File: config.mk
export PLATFORM = sky130hd
export DESIGN_NAME = phased_clkdiv
export DESIGN_NICKNAME = d
export VERILOG_FILES = /design/src/rtl/phased_clkdiv_pkg.sv /design/src/rtl/phased_clkdiv_syncq.sv /design/src/rtl/phased_clkdiv_seq.sv /design/src/rtl/phased_clkdiv_ctr.sv /design/src/rtl/phased_clkdiv.sv
export SDC_FILE = /design/constraint.sdc
export NUM_CORES = 1
export LEC_CHECK = 0
export CAP_MARGIN = 20
export CORE_MARGIN = 5
export CORE_UTILIZATION = 45
export DETAILED_ROUTE_END_ITERATION = 8
export SLEW_MARGIN = 20
export SYNTH_ARGS = -nofsm -noshare
export SYNTH_HDL_FRONTEND = slang
export SYNTH_SLANG_ARGS = --single-unit
File: constraint.sdc
create_clock -name clk -period 10.96 [get_ports clk]
set_input_delay 2.192 -clock clk [delete_from_list [all_inputs] [get_ports clk]]
set_output_delay 2.192 -clock clk [all_outputs]
set_load 0.005 [all_outputs]
File: src/rtl/phased_clkdiv_pkg.sv
package phased_clkdiv_pkg;

    localparam int IDX_W   = 4;
    localparam int RATIO_W = 6;

    typedef enum logic [2:0] {
        ST_OFF,
        ST_HOLD,
        ST_RESTART,
        ST_SKEW,
        ST_RUN
    } seq_st_t;

    function automatic logic [RATIO_W-1:0] ratio_of(input logic [IDX_W-1:0] idx);
        logic [RATIO_W-1:0] n;
        unique case (idx)
            4'd0:  n = 6'd1;
            4'd1:  n = 6'd2;
            4'd2:  n = 6'd3;
            4'd3:  n = 6'd4;
            4'd4:  n = 6'd5;
            4'd5:  n = 6'd6;
            4'd6:  n = 6'd8;
            4'd7:  n = 6'd9;
            4'd8:  n = 6'd10;
            4'd9:  n = 6'd12;
            4'd10: n = 6'd15;
            4'd11: n = 6'd16;
            4'd12: n = 6'd18;
            4'd13: n = 6'd24;
            4'd14: n = 6'd30;
            default: n = 6'd32;
        endcase
        return n;
    endfunction

endpackage

File: src/rtl/phased_clkdiv_syncq.sv
module phased_clkdiv_syncq #(
    parameter int SYNC_W = 4
) (
    input  logic              clk,
    input  logic              rst_n,
    input  logic              sync_n,
    input  logic [SYNC_W-1:0] sync_min,
    output logic              sync_hit,
    output logic              sync_hi
);

    localparam logic [SYNC_W-1:0] CNT_MAX = '1;

    logic [SYNC_W-1:0] lo_cnt;
    logic [SYNC_W-1:0] min_eff;
    logic [SYNC_W:0]   lo_next;

    assign min_eff = (sync_min == '0) ? SYNC_W'(1) : sync_min;
    assign lo_next = {1'b0, lo_cnt} + (SYNC_W+1)'(1);
    assign sync_hi = sync_n;
    assign sync_hit = !sync_n && (lo_next >= {1'b0, min_eff});

    always_ff @(posedge clk or negedge rst_n) begin
        if (!rst_n) begin
            lo_cnt <= '0;
        end else if (sync_n) begin
            lo_cnt <= '0;
        end else if (lo_cnt != CNT_MAX) begin
            lo_cnt <= lo_cnt + SYNC_W'(1);
        end
    end

endmodule

File: src/rtl/phased_clkdiv_seq.sv
module phased_clkdiv_seq
    import phased_clkdiv_pkg::*;
#(
    parameter int PHASE_W     = 4,
    parameter int RESTART_CYC = 4
) (
    input  logic               clk,
    input  logic               rst_n,
    input  logic               cfg_off,
    input  logic               sync_hit,
    input  logic               sync_hi,
    input  logic [PHASE_W-1:0] skew,
    output seq_st_t            st,
    output logic               latch_cfg,
    output logic               go_run,
    output logic               run_adv
);

    localparam int CW = (PHASE_W > $clog2(RESTART_CYC)) ? PHASE_W : $clog2(RESTART_CYC);
    localparam logic [CW-1:0] WAIT_LAST = CW'(RESTART_CYC - 1);

    seq_st_t       st_nx;
    logic [CW-1:0] cnt, cnt_nx;

    always_ff @(posedge clk or negedge rst_n) begin
        if (!rst_n) begin
            st  <= ST_HOLD;
            cnt <= '0;
        end else begin
            st  <= st_nx;
            cnt <= cnt_nx;
        end
    end

    always_comb begin
        st_nx  = st;
        cnt_nx = cnt;
        if (cfg_off) begin
            st_nx  = ST_OFF;
            cnt_nx = '0;
        end else begin
            unique case (st)
                ST_OFF: begin
                    st_nx  = ST_RESTART;
                    cnt_nx = '0;
                end
                ST_HOLD: begin
                    if (sync_hi) begin
                        st_nx  = ST_RESTART;
                        cnt_nx = '0;
                    end
                end
                ST_RESTART: begin
                    if (sync_hit) begin
                        st_nx = ST_HOLD;
                    end else if (cnt == WAIT_LAST) begin
                        if (skew == '0) begin
                            st_nx = ST_RUN;
                        end else begin
                            st_nx  = ST_SKEW;
                            cnt_nx = CW'(skew) - CW'(1);
                        end
                    end else begin
                        cnt_nx = cnt + CW'(1);
                    end
                end
                ST_SKEW: begin
                    if (sync_hit) begin
                        st_nx = ST_HOLD;
                    end else if (cnt == '0) begin
                        st_nx = ST_RUN;
                    end else begin
                        cnt_nx = cnt - CW'(1);
                    end
                end
                ST_RUN: begin
                    if (sync_hit) begin
                        st_nx = ST_HOLD;
                    end
                end
                default: st_nx = ST_HOLD;
            endcase
        end
    end

    always_comb begin
        latch_cfg = (st_nx == ST_RESTART) && ((st == ST_HOLD) || (st == ST_OFF));
        go_run    = (st_nx == ST_RUN) && (st != ST_RUN);
        run_adv   = (st_nx == ST_RUN) && (st == ST_RUN);
    end

endmodule

File: src/rtl/phased_clkdiv_ctr.sv
module phased_clkdiv_ctr #(
    parameter int RATIO_W = 6
) (
    input  logic               clk,
    input  logic               rst_n,
    input  logic               load,
    input  logic               adv,
    input  logic [RATIO_W-1:0] ratio,
    output logic               lvl
);

    logic [RATIO_W-1:0] cnt;
    logic [RATIO_W-1:0] cnt_nx;
    logic [RATIO_W-1:0] high_len;

    assign high_len = ratio >> 1;
    assign cnt_nx   = (cnt == ratio - RATIO_W'(1)) ? '0 : cnt + RATIO_W'(1);

    always_ff @(posedge clk or negedge rst_n) begin
        if (!rst_n) begin
            cnt <= '0;
            lvl <= 1'b0;
        end else if (load) begin
            cnt <= '0;
            lvl <= 1'b1;
        end else if (adv) begin
            cnt <= cnt_nx;
            lvl <= (cnt_nx < high_len);
        end else begin
            cnt <= '0;
            lvl <= 1'b0;
        end
    end

endmodule

File: src/rtl/phased_clkdiv.sv
module phased_clkdiv
    import phased_clkdiv_pkg::*;
#(
    parameter int SYNC_W      = 4,
    parameter int RESTART_CYC = 4
) (
    input  logic              clk,
    input  logic              rst_n,
    input  logic              sync_n,
    input  logic              cfg_off,
    input  logic [3:0]        cfg_ratio_idx,
    input  logic [3:0]        cfg_phase,
    input  logic [SYNC_W-1:0] sync_min,
    output logic              clk_out
);

    localparam int PHASE_W = 4;

    seq_st_t            st;
    logic               sync_hit, sync_hi;
    logic               latch_cfg, go_run, run_adv;
    logic [IDX_W-1:0]   lat_idx;
    logic [PHASE_W-1:0] lat_phase;
    logic               lat_bypass;
    logic [RATIO_W-1:0] lat_ratio;
    logic               div_lvl;

    always_ff @(posedge clk or negedge rst_n) begin
        if (!rst_n) begin
            lat_idx   <= IDX_W'(1);
            lat_phase <= '0;
        end else if (latch_cfg) begin
            lat_idx   <= cfg_ratio_idx;
            lat_phase <= cfg_phase;
        end
    end

    assign lat_bypass = (lat_idx == '0);
    assign lat_ratio  = ratio_of(lat_idx);

    phased_clkdiv_syncq #(.SYNC_W(SYNC_W)) u_syncq (
        .clk      (clk),
        .rst_n    (rst_n),
        .sync_n   (sync_n),
        .sync_min (sync_min),
        .sync_hit (sync_hit),
        .sync_hi  (sync_hi)
    );

    phased_clkdiv_seq #(.PHASE_W(PHASE_W), .RESTART_CYC(RESTART_CYC)) u_seq (
        .clk       (clk),
        .rst_n     (rst_n),
        .cfg_off   (cfg_off),
        .sync_hit  (sync_hit),
        .sync_hi   (sync_hi),
        .skew      (lat_phase),
        .st        (st),
        .latch_cfg (latch_cfg),
        .go_run    (go_run),
        .run_adv   (run_adv)
    );

    phased_clkdiv_ctr #(.RATIO_W(RATIO_W)) u_ctr (
        .clk   (clk),
        .rst_n (rst_n),
        .load  (go_run && !lat_bypass),
        .adv   (run_adv && !lat_bypass),
        .ratio (lat_ratio),
        .lvl   (div_lvl)
    );

    assign clk_out = (lat_bypass && (st != ST_OFF)) ? clk : div_lvl;

endmodule

== After elaboration in Yosys (flattened, before gate mapping) ==
Memory sizes are Yosys's and may differ from the RTL's.
Cells that the tools add are included.
Operators by class
  add/subtract/negate cells: 7
  $lt $le $gt $ge: 2
  equal/unequal tests: 15
  multiplexer cells: 26
  reduce and logical (&&, ||, !) cells: 19
Operator list (number)
  4-bit 2-to-1 mux: 10
  3-bit 2-to-1 mux: 8
  6-bit 2-to-1 mux: 3
  4-bit zero test: 4
  4-bit one-hot mux with 4 select lines: 1
  3-bit inequality test (second input constant): 5
  3-bit one-hot mux with 5 select lines: 1
  3-bit by 2-bit == test with 1-bit output (second input constant): 3
  4-bit by 1-bit adder with 4-bit output (second input constant): 2
  4-bit inequality test (second input constant): 2
  4-bit by 1-bit subtractor with 4-bit output (second input constant): 2
  1-bit logical AND: 7
  6-bit by 1-bit adder with 6-bit output (second input constant): 1
  3-bit == test (second input constant): 2
  6-bit == test: 1
  6-bit by 5-bit less-than comparator with 1-bit output: 1
  6-bit AND reduction: 1
  6-bit by 1-bit subtractor with 6-bit output (second input constant): 1
  4-bit by 1-bit adder with 5-bit output (second input constant): 1
  5-bit by 4-bit greater-or-equal comparator with 1-bit output: 1
  5-bit nonzero test: 1
  4-bit by 2-bit == test with 1-bit output (second input constant): 1
  3-bit by 1-bit == test with 1-bit output (second input constant): 1
  3-bit zero test: 1
  5 further kinds: 8
Word-level totals
  register bits after elaboration: 26
  bits in read-only memories: 96
  input bits: 16
  output and inout bits: 1
  word-level logic and storage cells: 77
  memories: 1
Memory list
  (name not given): words 16, width 6, rd ports 1, clocked after memory_dff 0, wr ports 0, line phased_clkdiv_pkg.sv:16  | unique case (idx)

== Depth between registers and ports, before layout ==
Gate-level depths: netlist of run 1.
  depth in word-level cells: 12
  gate-level depth with buffers: 18
  gate-level depth less buffers: 17

== Cells and area by module ==
A second synthesis of run 1 with hierarchy kept.
Unflattened totals
  cell total of the unflattened synthesis: 220
  area total of the unflattened synthesis: 2115.8 µm²
By module, submodules not included
  phased_clkdiv_seq: instances 1, cells each 72, area an instance 659.4 µm², seq. area each 176.4 µm²
  phased_clkdiv_ctr: instances 1, cells each 68, area an instance 609.3 µm², seq. area each 175.2 µm²
  phased_clkdiv: instances 1, cells each 47, area an instance 536.8 µm², seq. area each 201.4 µm²
  phased_clkdiv_syncq: instances 1, cells each 33, area an instance 310.3 µm², seq. area each 100.1 µm²

==> results of run 1 <==
[cell families (layout without fill, tap and decap cells)]
group / after synthesis / after routing / share of synthesized area (%)
compound gates: 51 / 51 / 15.0
simple gates: 82 / 82 / 21.6
buf+inv: 30 / 43 / 6.02
mux: 14 / 14 / 7.77
xor+xnor: 18 / 18 / 7.36
fa+ha+maj: 20 / 20 / 11.7
flops: 26 / 26 / 30.5
[per-layer routing]
metal	GRT usage, %	part of all wire, %	wire [µm]	vias to the layer above
met4	8.76	2.3	97	0
met3	3.85	3.2	137	11
met1	18.9	45	1940	791
li1	-	-	-	878
met5	0	0	0	-
met2	26.7	49	2120	31
[worst paths after layout]
path                                     end  cells past startpoint              start
max                                  clk_out                      4                clk
min                        u_syncq.lo_cnt[1]                      2  u_syncq.lo_cnt[1]
max reg2reg                        u_ctr.lvl                     15         lat_idx[0]
min reg2reg                u_syncq.lo_cnt[1]                      2  u_syncq.lo_cnt[1]
max in group asynchronous        u_seq.st[0]                      2              rst_n
min in group asynchronous       u_ctr.cnt[0]                      2              rst_n
[flip-flops by register name, indices dropped and copies added, names as in the netlist]
name            cells
u_seq.st            3
u_seq.cnt           4
lat_idx             4
u_ctr.lvl           1
lat_phase           4
u_syncq.lo_cnt      4
u_ctr.cnt           6
[power groups by stage]
stage               Combinational (mW)  Clock (mW)  Sequential (mW)
finish                           0.126      0.0914            0.122
global route                     0.144      0.0999            0.125
CTS                              0.128      0.0959            0.122
detailed placement               0.128    0.000976            0.124
global placement                 0.125    0.000976            0.124
floorplan                        0.110    0.000451            0.115
[worst max-delay path: stages]
cell	delay (ns)
clkbuf_8	0.11
clkbuf_8	0.12
mux2_2	0.26
clkdlybuf4s50_1	0.45
[cell type report]
cell class / count / area [µm²] / area share [%]
tap: 54 / 67.6 / 2.80
timing repair buffer: 16 / 158 / 6.53
clock buffer: 8 / 106 / 4.40
inverter: 19 / 71.3 / 2.95
sequential: 26 / 653 / 27.0
multi-input combinational: 185 / 1360 / 56.3
[cells in the final DEF (no fill, tap or decap), drive strengths merged, types with 3 or more instances in the layout]
master / Yosys / final
nand2: 11 / 11
nand2b: 5 / 5
nor2b: 5 / 5
mux2: 11 / 11
nor3b: 3 / 3
inv: 19 / 19
a21oi: 13 / 13
dfrtp: 24 / 24
nand3: 10 / 10
nor2: 18 / 18
nor3: 11 / 11
nand3b: 4 / 4
nand4: 3 / 3
a32o: 3 / 3
xnor2: 12 / 12
clkbuf: 8 / 7
o21ai: 15 / 15
xor2: 6 / 6
ha: 20 / 20
clkdlybuf4s50: 0 / 16
a31oi: 5 / 5
==> metrics.yaml, run 1 <==
die_area_um2: 6240
critPathCaptureType: "output port"
drive_gt1_share_pct: 12.2
ys_warn_count: 0
die_h_um: 79.0
timing_worst_slew_pin_value_ns: 0.749
placed_cell_area_um2: 2320
slew_headroom_pct: 49.8
drc_errors: 0
synth-main-ff-cell: "dfrtp_1"
dp_cells: 301
fin_nets: 291
slew_violations: 0
avgViaCountPerCell: 5.56
clk_latency_ns: 0.37
holdBufCountCts: 0
start_util_pct: 45.9
total_power_mw: 0.339
leakage_nw: 1.05
ff2ff_setup_slack_ns: 6.74
place_hpwl_um: 3290
crit_required_ns: 8.77
n_antenna_cell: 0
vdd_ir_drop_max_mv: 0.0634
async_flop_share_pct: 100
path_clk_slew_ns: 0.09
hold_path_class: "reg -> reg"
overflow: 0
p_seq_share_pct: 36.0
grt_pass1_vias: 1709
cp.arrival_ns: 6.42
pwr-share-comb_pct: 37.1
vias: 1711
status: "complete, no violations"
final_util_pct: 51.8
cts_resized: 0
synth_cell_types: 51
grt_usage_pct: 16.0
port_buffers: 16
clkPwrFrac_pct: 26.9
ant_nets: 0
switchingPower_mw: 0.117
power_density_nw_per_um2: 141
num_rows: 25
mappedNetlistNets: 277
fin_cells: 308
io_pins: 17
finalHoldViolations: 0
maxCapViolCount: 0
final_area_um2: 2410
setup_violations: 0
avgSynthCellArea_um2: 8.88
drt-initial-drc-count: 59
synth.ff_latch_count: 26
grt_start_max_net_pins: 27
grt_pass1_wl_um: 7800
fin_worst_skew_ns: 0.00272
first_pass_iters: 4
critPathKind: "clk -> out"
synth_edf_count: 0
place_ws_ns: 2.62
synth_top_area_share_pct: 28.1
ys_seq_area_share_pct: 30.5
start_kind: "clock port"
yosysMostFrequentCell: "dfrtp_1"
cts_tree: "yes"
area_growth_pct: 12.8
internal_power_mw: 0.222
synth_commonest_cells: "24 x dfrtp_1, 20 x ha_1, 18 x inv_1, 18 x nor2_1, 13 x a21oi_1"
grt_setup_unrepaired: "no"
fillCellCount: 452
wl_per_cell_um: 13.9
synth.largest_area_cell: "dfrtp_1"
synth_area_um2: 2140
finalSetupTns_ns: 0
worstPathMaxFanout: 2
antenna_found_initial: 0
hold_slack_ns: 0.564
syn_inst: 241
wl_um: 4300
swShare_pct: 34.5
cts_setup_buffers: 0
die_w_um: 79.0
layout_setup_ws_ns: 2.35
place_congestion: 0.824
synth.area.top_cells: "dfrtp_1 28%, ha_1 12%, mux2_2 5.8%, xnor2_1 4.9%, inv_1 3.2%"
core-area_um2: 4660
(Power assumes the default switching activity.)
==> run 2: changes to the inputs <==
- clock period: 10.96 -> 8.55 ns (I/O delays scaled with it)
==> metrics.yaml, run 2 (synthesis gave the netlist of run 1 again) <==
status: "complete, no violations"
n_antenna_cell: 0
critPathCaptureType: "output port"
holdBufCountCts: 0
hold_path_class: "reg -> reg"
wl_per_cell_um: 14.1
io_pins: 17
drc_errors: 0
start_kind: "clock port"
final_util_pct: 51.8
rr_worst_depth: 15
r2r_end: "u_ctr.lvl"
grt_pass1_wl_um: 7970
cts_setup_buffers: 0
vias: 1738
drive_gt1_share_pct: 12.2
fin_worst_skew_ns: 0.00382
die_area_um2: 6240
cts_tree: "yes"
power_density_nw_per_um2: 180
avgViaCountPerCell: 5.64
layout_setup_ws_ns: 1.63
wl_um: 4340
regMostFlops: "u_ctr.cnt"
antenna_found_initial: 0
setup_violations: 0
die_h_um: 79.0
grt_start_max_net_pins: 27
ant_nets: 0
finalSetupTns_ns: 0
hold_start: "lat_phase[3]"
ff2ff_setup_slack_ns: 4.41
timing_worst_slew_pin_value_ns: 0.844
area_growth_pct: 12.8
overflow: 0
fillCellCount: 440
leakage_nw: 1.05
final_common_cell: "dfrtp_1"
place_congestion: 0.830
min_to: "lat_phase[3]"
slew_violations: 0
place_hpwl_um: 3300
grtUsageMet1_pct: 20.5
maxCapViolCount: 0
place_ws_ns: 1.89
num_rows: 25
grt_usage_pct: 16.2
crit_required_ns: 6.84
vdd_ir_drop_max_mv: 0.0784
drt-initial-drc-count: 49
critPathKind: "clk -> out"
path_clk_slew_ns: 0.09
core-area_um2: 4660
fin_nets: 291
mostFrequentLayoutCells: "24 x dfrtp_1, 20 x ha_1, 18 x inv_1, 18 x nor2_1, 16 x clkdlybuf4s50_1"
worstReg2RegStart: "lat_idx[0]"
busiest_layer: "met2"
first_pass_iters: 4
grtUsageMet2_pct: 26.3
grt_pass1_vias: 1755
grt_setup_unrepaired: "no"
slew_headroom_pct: 43.4
finalHoldViolations: 0
die_w_um: 79.0
largest_reg_flops: 6
cts_resized: 0
port_buffers: 16
worstPathMaxFanout: 2
whs_path_depth: 1
cp.arrival_ns: 5.21
clk_latency_ns: 0.38
met3_usage_pct: 3.17
start_util_pct: 45.9
-- run 2: cell counts in the layout (fill, tap and decap cells not counted) --
Identical to the previous run, type by type.
-- run 2: per-stage QoR --
stage	total power, mW	hold WS, ns	cells	area (µm²)
2_1_floorplan	0.288	0.498	241	2140
3_3_place_gp	0.320	0.536	301	2320
3_5_place_dp	0.322	0.564	301	2320
4_1_cts	0.441	0.584	308	2410
5_1_grt	0.473	0.619	308	2410
6_report	0.435	0.572	308	2410
-- run 2: final cells by class --
type                            count  area [µm²]  share of cell area (%)
Sequential cell                    26         653                    27.0
Clock buffer                        8         106                    4.40
Timing Repair Buffer               16         158                    6.53
Inverter                           19        71.3                    2.95
Tap cell                           54        67.6                    2.80
Multi-Input combinational cell    185        1360                    56.3
-- run 2: worst max path at each step --
| stage | from | endpoint | slack (ns) | cells after the start |
|---|---|---|---|---|
| final | clk | clk_out | 1.63 | 4 |
| after global routing | clk | clk_out | 1.61 | 4 |
| after CTS | clk | clk_out | 1.62 | 4 |
| after detailed placement | clk | clk_out | 1.89 | 2 |
| after global placement | clk | clk_out | 1.89 | 2 |
| after floorplan | clk | clk_out | 2.31 | 1 |
-- run 2: routing by layer --
| layer | wire length (µm) | vias to the layer above |
|---|---|---|
| met5 | 0 | - |
| met4 | 85 | 0 |
| met3 | 123 | 7 |
| met2 | 2140 | 29 |
| met1 | 1990 | 820 |
| li1 | - | 882 |
-- run 2: worst max-delay path: stages --
cell and delay (ns):
clkbuf_8 0.11, clkbuf_8 0.11, mux2_2 0.26, clkdlybuf4s50_1 0.44
-- run 2: power by group --
group / leakage (nW) / internal [mW] / total (mW) / switching, mW
logic: 0.658 / 0.0782 / 0.160 / 0.0821
clock network: 0.0591 / 0.0719 / 0.118 / 0.0460
registers: 0.335 / 0.135 / 0.157 / 0.0220
total: 1.05 / 0.285 / 0.435 / 0.150
